[config.mk]
export PLATFORM = sky130hd
export DESIGN_NAME = qirq_select
export DESIGN_NICKNAME = d
export VERILOG_FILES = /design/src/rtl/qirq_pkg.sv /design/src/rtl/qirq_lo_cond.sv /design/src/rtl/qirq_half.sv /design/src/rtl/qirq_select.sv
export SDC_FILE = /design/constraint.sdc
export NUM_CORES = 1
export LEC_CHECK = 0
export CAP_MARGIN = 20
export CORE_UTILIZATION = 40
export DETAILED_ROUTE_END_ITERATION = 10
export HOLD_SLACK_MARGIN = 0.02
export PLACE_DENSITY = 0.62
export SKIP_LAST_GASP = 1
export SLEW_MARGIN = 20
export SYNTH_ARGS = -nofsm -noshare
export SYNTH_HDL_FRONTEND = slang
export SYNTH_SLANG_ARGS = --single-unit
export TNS_END_PERCENT = 20
[constraint.sdc]
create_clock -name clk -period 2.2 [get_ports clk]
set_clock_uncertainty 0.15 [all_clocks]
set_input_delay 0.44 -clock clk [delete_from_list [all_inputs] [get_ports clk]]
set_output_delay 0.44 -clock clk [all_outputs]
set_load 0.005 [all_outputs]
[src/rtl/qirq_pkg.sv]
package qirq_pkg;

    localparam int HALF_Q         = 32;
    localparam int FLAG_N         = 4;
    localparam int SLOT_W         = 4;
    localparam int SLOTS_PER_WORD = 8;
    localparam int SRC_WORDS      = HALF_Q / SLOTS_PER_WORD;
    localparam int ADDR_W         = 3;
    localparam int DATA_W         = 32;
    localparam int FLAG_SEL_W     = $clog2(FLAG_N);

    typedef struct packed {
        logic                  inv;
        logic [FLAG_SEL_W-1:0] flag;
    } src_code_t;

    localparam int CODE_W = $bits(src_code_t);

    typedef enum logic [ADDR_W-1:0] {
        A_SRC0    = 3'd0,
        A_SRC1    = 3'd1,
        A_SRC2    = 3'd2,
        A_SRC3    = 3'd3,
        A_EN_LO   = 3'd4,
        A_EN_HI   = 3'd5,
        A_PEND_LO = 3'd6,
        A_PEND_HI = 3'd7
    } reg_sel_e;

    function automatic logic [SLOT_W-1:0] slot_of(src_code_t c);
        return {{(SLOT_W-CODE_W){1'b0}}, c};
    endfunction

    function automatic src_code_t code_of(logic [SLOT_W-1:0] s);
        return src_code_t'(s[CODE_W-1:0]);
    endfunction

endpackage

[src/rtl/qirq_lo_cond.sv]
module qirq_lo_cond
    import qirq_pkg::*;
#(
    parameter int N = HALF_Q
) (
    input  src_code_t          src   [N],
    input  logic [N*FLAG_N-1:0] flags,
    output logic [N-1:0]        cond
);
    for (genvar q = 0; q < N; q++) begin : g_q
        logic [FLAG_N-1:0] fl;
        assign fl      = flags[q*FLAG_N +: FLAG_N];
        assign cond[q] = fl[src[q].flag] ^ src[q].inv;
    end
endmodule

[src/rtl/qirq_half.sv]
module qirq_half
    import qirq_pkg::*;
#(
    parameter int N = HALF_Q
) (
    input  logic         clk,
    input  logic         rst,
    input  logic [N-1:0] cond,
    input  logic         en_we,
    input  logic         pend_we,
    input  logic [N-1:0] wdata,
    output logic [N-1:0] en_q,
    output logic [N-1:0] pend_q,
    output logic         irq
);
    logic [N-1:0] prev_q;
    logic [N-1:0] en_nxt, dropped, rise, set_v, clr_v;

    always_comb begin
        en_nxt  = en_we ? wdata : en_q;
        dropped = en_q & ~en_nxt;
        rise    = cond & ~prev_q;
        set_v   = rise & en_nxt;
        clr_v   = (pend_we ? wdata : '0) | dropped;
    end

    always_ff @(posedge clk) begin
        if (rst) begin
            prev_q <= '0;
            en_q   <= '0;
            pend_q <= '0;
        end else begin
            prev_q <= cond;
            en_q   <= en_nxt;
            pend_q <= (pend_q & ~clr_v) | set_v;
        end
    end

    assign irq = |(pend_q & en_q);
endmodule

[src/rtl/qirq_select.sv]
module qirq_select
    import qirq_pkg::*;
(
    input  logic                     clk,
    input  logic                     rst,
    input  logic                     reg_wr,
    input  logic [ADDR_W-1:0]        reg_addr,
    input  logic [DATA_W-1:0]        reg_wdata,
    output logic [DATA_W-1:0]        reg_rdata,
    input  logic [HALF_Q*FLAG_N-1:0] lo_flags,
    input  logic [HALF_Q-1:0]        hi_nearly_empty,
    output logic                     irq_lo,
    output logic                     irq_hi
);
    localparam int WSEL_W = $clog2(SRC_WORDS);

    src_code_t         src_q [HALF_Q];
    logic [HALF_Q-1:0] cond_lo, cond_hi;
    logic [HALF_Q-1:0] en_lo_q, en_hi_q, pend_lo_q, pend_hi_q;
    logic              src_hit;
    logic [WSEL_W-1:0] wsel;

    assign src_hit = (reg_addr < ADDR_W'(SRC_WORDS));
    assign wsel    = reg_addr[WSEL_W-1:0];

    always_ff @(posedge clk) begin
        if (rst) begin
            for (int i = 0; i < HALF_Q; i++) src_q[i] <= '0;
        end else if (reg_wr && src_hit) begin
            for (int i = 0; i < HALF_Q; i++) begin
                if (wsel == WSEL_W'(i / SLOTS_PER_WORD))
                    src_q[i] <= code_of(reg_wdata[(i % SLOTS_PER_WORD)*SLOT_W +: SLOT_W]);
            end
        end
    end

    qirq_lo_cond #(.N(HALF_Q)) u_cond (
        .src   (src_q),
        .flags (lo_flags),
        .cond  (cond_lo)
    );

    assign cond_hi = ~hi_nearly_empty;

    qirq_half #(.N(HALF_Q)) u_lo (
        .clk     (clk),
        .rst     (rst),
        .cond    (cond_lo),
        .en_we   (reg_wr && reg_addr == A_EN_LO),
        .pend_we (reg_wr && reg_addr == A_PEND_LO),
        .wdata   (reg_wdata[HALF_Q-1:0]),
        .en_q    (en_lo_q),
        .pend_q  (pend_lo_q),
        .irq     (irq_lo)
    );

    qirq_half #(.N(HALF_Q)) u_hi (
        .clk     (clk),
        .rst     (rst),
        .cond    (cond_hi),
        .en_we   (reg_wr && reg_addr == A_EN_HI),
        .pend_we (reg_wr && reg_addr == A_PEND_HI),
        .wdata   (reg_wdata[HALF_Q-1:0]),
        .en_q    (en_hi_q),
        .pend_q  (pend_hi_q),
        .irq     (irq_hi)
    );

    always_comb begin
        reg_rdata = '0;
        case (reg_addr)
            A_EN_LO:   reg_rdata = en_lo_q;
            A_EN_HI:   reg_rdata = en_hi_q;
            A_PEND_LO: reg_rdata = pend_lo_q;
            A_PEND_HI: reg_rdata = pend_hi_q;
            default: begin
                for (int s = 0; s < SLOTS_PER_WORD; s++)
                    reg_rdata[s*SLOT_W +: SLOT_W] =
                        slot_of(src_q[int'(wsel)*SLOTS_PER_WORD + s]);
            end
        endcase
    end
endmodule

== After elaboration in Yosys (flattened, before gate mapping) ==
Cells that the tools add are included.

* Add/sub/neg operators: 7
* Order comparisons: 41
* Equality and inequality tests: 7
* Mux-type cells: 93
* Bitwise logic cells: 61
* Reduce and logical (&&, ||, !) cells: 12

{| class="wikitable"
|+ Operator list
! kind !! count
|-
| $and 32x32->32 || 10
|-
| $ge 32x6->1 const B || 8
|-
| $not 32->32 || 7
|-
| $not 6->32 || 7
|-
| $mux 32 || 4
|-
| $or 32x32->32 || 4
|-
| $pmux 32 s4 || 1
|-
| $bmux 3 s5 || 8
|-
| $lt 2x3->1 const B || 32
|-
| $bmux 1 s2 || 32
|-
| $reduce_or 32->1 || 2
|-
| $mux 3 || 16
|-
| $mux 1 || 32
|-
| $not 5->32 || 1
|-
| $xor 1x1->1 || 32
|-
| $add 5x3->6 const B || 4
|-
| $add 5x2->6 const B || 2
|-
| $eq 3x3->1 const B || 4
|-
| $reduce_and 2->1 || 4
|-
| $add 5x1->6 const B || 1
|-
| $logic_and 1x1->1 || 5
|-
| $eq 2x2->1 const B || 2
|-
| $lt 3x3->1 const B || 1
|-
| $eq 2x1->1 const B || 1
|-
| $logic_not 2->1 || 1
|}

* Register bits after elaboration: 288
* Input port bits: 198
* Output and inout bits: 34
* Logic and storage cells: 291

== Longest topological paths before layout ==
Gate-level depths: netlist (run 1).

* Word-level depth: 9
* Mapped depth: 7
* Depth with buffers taken out: 3

== By module ==
From an unflattened synthesis (run 1), not the netlist that was laid out.

* Cells, all modules: 1,533
* Area total of the unflattened synthesis: 14,844.2 sq um

{| class="wikitable"
|+ By module, submodules not included
! module !! times used !! cells an instance !! area an instance (sq um) !! seq. area each (sq um)
|-
| qirq_half || 2 || 450 || 4,257.8 || 1,921.8
|-
| qirq_select || 1 || 569 || 5,327.6 || 1,921.8
|-
| qirq_lo_cond || 1 || 64 || 1,001.0 || 0.0
|}

== Worst setup path after synthesis (run 1) ==
OpenSTA, ideal clock, no wires.

* Path kind: in2out
* Start point: in reg_addr[0]
* End point: out reg_rdata[21]
* Arrival: 1.542 ns
* Required time: 1.610 ns
* Setup slack: 0.068 ns
* Cell stages on the path: 4
* Cell sequence: buf_6 > buf_6 > mux4_1 > mux2_2

* Cells in the longest elaborated chain, start to end: 6
* Elaborated cells between the ends (all ways): 10

{| class="wikitable"
|+ RTL lines
! what !! RTL line !! source
|-
| start, declared || qirq_select.sv:7 || <nowiki>input logic [ADDR_W-1:0] reg_addr,</nowiki>
|-
| $add 5x3->6 || qirq_select.sv:79 || <nowiki>slot_of(src_q[int'(wsel)*SLOTS_PER_WORD + s]);</nowiki>
|-
| $not 6->32 (not written as such) || qirq_select.sv:79 ||
|-
| $bmux 3 s5 || qirq_select.sv:79 ||
|-
| $mux 3 (not written as such) (2 in series) || qirq_select.sv:79 ||
|-
| $pmux 32 s4 * || qirq_select.sv:71 || <nowiki>case (reg_addr)</nowiki>
|-
| end, declared || qirq_select.sv:9 || <nowiki>output logic [DATA_W-1:0] reg_rdata,</nowiki>
|}

Mark *: on every way between the ends. The rest lies on a longest branch, timed or not. The select of a mux whose other input is x is not followed.

== Worst setup path in the final report (run 1) ==
* Start point: reg u_lo.en_q[29]
* End point: out irq_lo

* Cells in the longest elaborated chain, start to end: 2

{| class="wikitable"
|+ RTL lines
! what !! RTL line !! source
|-
| start, declared || qirq_half.sv:12 || <nowiki>output logic [N-1:0] en_q,</nowiki>
|-
| start signal, assigned || qirq_half.sv:34 || <nowiki>en_q <= en_nxt;</nowiki>
|-
| $and 32x32->32 || qirq_half.sv:39 || <nowiki>assign irq = |(pend_q & en_q);</nowiki>
|-
| $reduce_or 32->1 || qirq_half.sv:39 ||
|-
| end, declared || qirq_select.sv:12 || <nowiki>output logic irq_lo,</nowiki>
|}

Every way passes these cells.

==> flow_summary.json, run 1 <==
{
  "p_sw_share_pct": 24.6,
  "wl_um": 53200,
  "grt_use_total_pct": 28.8,
  "antenna_found_initial": 1,
  "hold_path_class": "input pin to register",
  "internal-power_uw": 9680,
  "maxCapViolCount": 0,
  "via_per_inst": 5.69,
  "required_ns": 1.61,
  "ys_types": 39,
  "ant_nets": 0,
  "die_x_um": 191,
  "syn_nets": 1661,
  "synth_top_area_cell": "dfxtp_1",
  "avgSynthCellArea_um2": 9.77,
  "violations": "setup timing",
  "initial_core_util_pct": 41.0,
  "place_congestion": 0.923,
  "ys_top_cells_by_area": "dfxtp_1, mux4_2, nand2_1",
  "syn2layout_area_growth_pct": 42.8,
  "startpoint_type": "register",
  "vias": 13600,
  "cts_buffers": 31,
  "setup_tns_ns": -13.03,
  "clock-sinks": 288,
  "min_period_ns": 2.74,
  "synth_top_area_share_pct": 40.3,
  "clkPwrFrac_pct": 43.7,
  "nets": 2104,
  "min_period_over_period_pct": 125,
  "htree_levels": 1,
  "cp-end-kind": "output pin",
  "irDropWorstVdd_v": 0.000685,
  "top_layer": "met4",
  "wl_per_cell_um": 22.3,
  "yosys_warnings": 0,
  "root_buffer": "clkbuf_16",
  "power_frac_comb_pct": 13.6,
  "route.met3.wl_um": 3480,
  "first_global_vias": 13500,
  "path_class": "register to output pin",
  "met2_length_um": 25900,
  "ioPinCount": 232,
  "path_clk_slew_ns": 0.07,
  "grt_pass1_wl_um": 79300,
  "p_leak_uw": 0.00802,
  "overflow": 0,
  "status": "finished with violations",
  "fin_ws_ns": -0.545,
  "ys_ff_latch": 288,
  "coreArea_um2": 34900,
  "drt-met1-wl_um": 21200,
  "placement.io_buffers": 231,
  "drive_gt1_share_pct": 28.9,
  "slew_violations": 0,
  "cts_tree": "yes",
  "p_total_uw": 12800,
  "critPathArrivalTime_ns": 2.15,
  "seq_power_share_pct": 42.7,
  "dieArea_um2": 36500,
  "hold_violations": 0,
  "seq_area_frac_synth_pct": 40.3,
  "maxSlewHeadroom_pct": 60.8,
  "power.switching_uw": 3160,
  "powerDensity_nw_per_um2": 629,
  "clk_path_buf_depth": 3,
  "rows": 68,
  "synth_area_um2": 14300,
  "clk_latency_ns": 0.59,
  "grt_max_degree": 72,
  "route.detailed.drc": 0,
  "postSynthCellCount": 1463,
  "dieHeight_um": 191,
  "cp_max_fo": 2,
  "rsz0062_at_grt": "true",
  "max_freq_mhz": 364,
  "setup_viol": 34,
  "tightest_slew_ns": 0.583,
  "dr.pass1.iters": 6,
  "drtIter0Drc": 1247,
  "dp_hpwl_um": 40100
}
## final timing paths
| kind | cells after the start | slack, ns | start | endpoint |
|---|---|---|---|---|
| max reg2reg | 5 | 0.27 | src_q[15] | u_lo.pend_q[26] |
| min reg2reg | 1 | 0.28 | u_lo.prev_q[0] | u_lo.pend_q[0] |
| min | 4 | 0.25 | reg_addr[0] | u_lo.pend_q[13] |
| max | 5 | -0.54 | u_lo.en_q[29] | irq_lo |
## flip-flops by register name, summed over array words and instances (netlist names)
signal and count:
src_q 96, u_hi.pend_q 32, u_lo.pend_q 32, u_hi.en_q 32, u_lo.en_q 32, u_lo.prev_q 32
u_hi.prev_q 32
## cells by family (layout without fill, tap and decap cells)
group | Yosys count | after routing | synth area share [%]
and+or+nand+nor | 545 | 545 | 16.7
muxes | 144 | 144 | 18.3
DFF | 288 | 288 | 40.3
buffers and inverters | 133 | 600 | 4.87
other | 0 | 1 | 0
xor gates and xnor gates | 32 | 32 | 1.96
AOI/OAI and AO/OA | 321 | 321 | 17.9
## cells in the mapped netlist, drive strengths merged
master,count
a22oi,32
nand4bb,2
or4b,1
nand2b,32
or2,1
buf,74
nor3,32
mux2i,32
and4bb,1
mux2,24
o32ai,1
xnor2,32
mux4,88
a21oi,128
nor4bb,2
a22o,96
or4,2
and4b,3
nor4b,1
nor2,128
or3b,1
nand2,290
and2,8
a41oi,1
dfxtp,288
nor2b,31
o41ai,31
clkbuf,59
a211oi,1
nand4b,2
a221o,31
nand4,8
## power by group through the flow
stage	clock [uW]	sequential [uW]	combinational, uW
after global placement	0	5590	1690
after floorplan	0	5570	745
after CTS	5670	5480	1730
final	5610	5490	1740
after detailed placement	0	5600	1720
after global routing	5890	5500	1850
## metrics by stage
step	std cells	hold WS, ns	worst slack, ns	utilization (%)	area [um2]
4_1_cts	2385	0.257	-0.612	58.3	20300
5_1_grt	2385	0.267	-0.549	58.5	20400
3_3_place_gp	2322	0.260	-0.645	54.8	19100
6_report	2386	0.249	-0.545	58.5	20400
3_5_place_dp	2322	0.270	-0.654	54.8	19100
2_1_floorplan	1463	0.250	0.0676	-	14300
## metal layers
| metal | global-route usage [%] | vias up |
|---|---|---|
| li1 | - | 6204 |
| met1 | 36.0 | 6661 |
| met2 | 49.5 | 589 |
| met3 | 3.43 | 134 |
| met4 | 13.2 | 0 |
| met5 | 0 | - |
## layout by cell type (no fill, tap or decap), types with 3 or more instances in the layout
| cell | count |
|---|---|
| a21oi_1 | 128 |
| a221o_1 | 31 |
| a22o_1 | 96 |
| a22oi_1 | 26 |
| a22oi_2 | 6 |
| and2_1 | 4 |
| and2_4 | 4 |
| buf_12 | 25 |
| buf_4 | 267 |
| buf_6 | 28 |
| bufinv_16 | 5 |
| clkbuf_1 | 9 |
| clkbuf_16 | 31 |
| clkbuf_2 | 3 |
| clkbuf_8 | 6 |
| clkdlybuf4s50_1 | 195 |
| clkinv_2 | 3 |
| dfxtp_1 | 257 |
| dfxtp_2 | 26 |
| dfxtp_4 | 5 |
| dlygate4sd2_1 | 18 |
| dlymetal6s2s_1 | 3 |
| mux2_2 | 19 |
| mux2_4 | 5 |
| mux2i_1 | 32 |
| mux4_1 | 7 |
| mux4_2 | 81 |
| nand2_1 | 290 |
| nand2b_1 | 32 |
| nand4_1 | 8 |
| nor2_1 | 128 |
| nor2b_1 | 31 |
| nor3_1 | 32 |
| o41ai_2 | 29 |
| xnor2_1 | 32 |
## critical path, cell delays in order, from the launching register on
cell and delay [ns]:
dfxtp_2 0.33, a22oi_2 0.27, buf_4 0.16, nand4_1 0.12, or4_4 0.55, buf_6 0.14
## layout make-up
class,instances,area (um2)
well taps,455,569
multi-input cells,1042,7920
flip-flops and latches,288,5820
diodes,1,2.50
repair buffers,543,5030
fillers,3033,14500
clock buffers,46,892
clock inverters,11,190
## what timing repair did
item | in CTS | in global routing
hold buffers | 1 | 0
setup buffers | 5 | 3
gates cloned | 0 | 0
endpoints found under the hold margin | 1 | 0
gates resized for setup | 89 | 53
endpoints found under the setup margin | 34 | 34
pin swaps | 5 | 6
Note: power is estimated with default switching activity, not from simulation.
==> run 2: changes to the inputs <==
Settings changed: CORE_MARGIN set to 4, SLEW_MARGIN 20 to not set.
==> flow_summary.json, run 2 (synthesized netlist as in run 1, its figures left out) <==
{
  "clkPwrFrac_pct": 45.3,
  "dieArea_um2": 38800,
  "wl_um": 54000,
  "regMostFlops": "src_q",
  "hold_violations": 0,
  "rr_endpoint": "u_lo.pend_q[2]",
  "setup_tns_ns": -9.40,
  "wl_per_cell_um": 22.7,
  "min_period_over_period_pct": 117,
  "p_leak_uw": 0.00797,
  "fin_ws_ns": -0.364,
  "via_per_inst": 5.65,
  "path_clk_slew_ns": 0.06,
  "mostFrequentLayoutCell": "nand2_1",
  "required_ns": 1.61,
  "irDropWorstVdd_v": 0.000527,
  "status": "finished with violations",
  "cts_buffers": 35,
  "grt_max_degree": 51,
  "cp-end-kind": "output pin",
  "root_buffer": "clkbuf_16",
  "p_sw_share_pct": 24.4,
  "min_period_ns": 2.56,
  "maxSlewHeadroom_pct": 60.5,
  "coreArea_um2": 34900,
  "internal-power_uw": 10000,
  "vias": 13400,
  "power_frac_comb_pct": 13.2,
  "first_global_vias": 13500,
  "clock-sinks": 288,
  "max_freq_mhz": 390,
  "htree_levels": 2,
  "whs_path_depth": 2,
  "seq_power_share_pct": 41.5,
  "finalNonFillerCells": 2377,
  "cpPeakStageDelay_ns": 0.56,
  "rows": 68,
  "slew_violations": 0,
  "placement.io_buffers": 231,
  "place_congestion": 0.899,
  "regToRegSetupSlack_ns": 0.29,
  "nets": 2095,
  "clk_path_buf_depth": 3,
  "reg2reg_from": "src_q[87]",
  "route.detailed.drc": 0,
  "crit_slowest_cell": "or4_4",
  "power.switching_uw": 3220,
  "overflow": 0,
  "diodes": 0,
  "setup_viol": 34,
  "drive_gt1_share_pct": 29.8,
  "critPathArrivalTime_ns": 1.97,
  "cts_tree": "yes",
  "min_to": "u_lo.prev_q[1]",
  "initial_core_util_pct": 41.0,
  "dieHeight_um": 197,
  "dp_hpwl_um": 41200,
  "tightest_slew_ns": 0.588,
  "path_cells": "a22oi_2, nand4_1, or4_4, buf_6",
  "grt_pass1_wl_um": 81300,
  "violations": "setup timing",
  "dr.pass1.iters": 5,
  "hold_path_class": "input pin to register",
  "rsz0062_at_grt": "true",
  "powerDensity_nw_per_um2": 644,
  "fillerInstances": 2959,
  "clk_latency_ns": 0.51,
  "ant_nets": 0,
  "cp_max_fo": 4,
  "path_class": "register to output pin",
  "final_cell_mix": "nand2_1, buf_4, dfxtp_1",
  "syn2layout_area_growth_pct": 43.7,
  "ioPinCount": 232,
  "maxCapViolCount": 0,
  "drtIter0Drc": 1010,
  "reg2reg_depth": 5,
  "grt_use_total_pct": 27.1,
  "min_from": "rst",
  "placed_cells": 2305,
  "largest_reg_flops": 96,
  "startpoint_type": "register",
  "antenna_found_initial": 0,
  "die_x_um": 197,
  "cts_hold_buf": 0
}
-- run 2: layout make-up --
class | count | area, um2 | area share [%]
clock buffers | 47 | 1010 | 4.92
well taps | 455 | 569 | 2.77
clock inverters | 15 | 185 | 0.902
flip-flops and latches | 288 | 5830 | 28.4
multi-input cells | 1042 | 7990 | 38.9
repair buffers | 530 | 4960 | 24.2
-- run 2: worst max path at each step --
stage / to / slack, ns / cells past startpoint / from
4_1_cts: irq_lo / -0.35 / 4 / u_lo.pend_q[18]
6_report: irq_hi / -0.36 / 4 / u_hi.pend_q[29]
3_5_place_dp: reg_rdata[27] / -0.63 / 6 / reg_addr[1]
2_1_floorplan: reg_rdata[21] / 0.07 / 4 / reg_addr[0]
5_1_grt: irq_hi / -0.43 / 4 / u_hi.pend_q[29]
3_3_place_gp: reg_rdata[27] / -0.61 / 6 / reg_addr[1]
-- run 2: metal layers --
| layer | wire, um | track usage [%] | part of all wire (%) | up-vias |
|---|---|---|---|---|
| li1 | - | - | - | 6183 |
| met1 | 21400 | 33.8 | 40 | 6595 |
| met2 | 26800 | 47.2 | 50 | 520 |
| met3 | 3250 | 3.85 | 6.0 | 139 |
| met4 | 2500 | 11.1 | 4.6 | 0 |
| met5 | 0 | 0 | 0 | - |
-- run 2: repair_timing --
action / in CTS / in global routing
resized for setup: 154 / 32
buffers inserted: 7 / 4
pin swaps: 7 / 4
setup endpoints to repair: 34 / 34
gates cloned: 1 / 0
-- run 2: power by group through the flow --
stage | clock network, uW | registers (uW) | logic (uW)
detailed placement | 0 | 5600 | 1710
CTS | 6060 | 5490 | 1740
global placement | 0 | 5600 | 1680
global route | 6280 | 5500 | 1850
floorplan | 0 | 5570 | 745
finish | 6000 | 5490 | 1750
-- run 2: stage by stage --
stage	util [%]	power [uW]	area, um2	hold WS [ns]	setup WS, ns
2_1_floorplan	-	6320	14300	0.250	0.0676
3_5_place_dp	54.6	7310	19000	0.272	-0.633
3_3_place_gp	54.6	7280	19000	0.254	-0.615
5_1_grt	58.9	13600	20500	0.0696	-0.426
6_report	58.9	13200	20500	0.0720	-0.364
4_1_cts	58.7	13300	20500	0.0649	-0.353
-- run 2: critical path, delay by kind of cell, from the launching register on --
kind / cells / cell delay (ns)
flip-flops: 1 / 0.41
AO/OA/AOI/OAI: 1 / 0.23
AND/OR/NAND/NOR: 2 / 0.69
buffers and inverters: 1 / 0.14
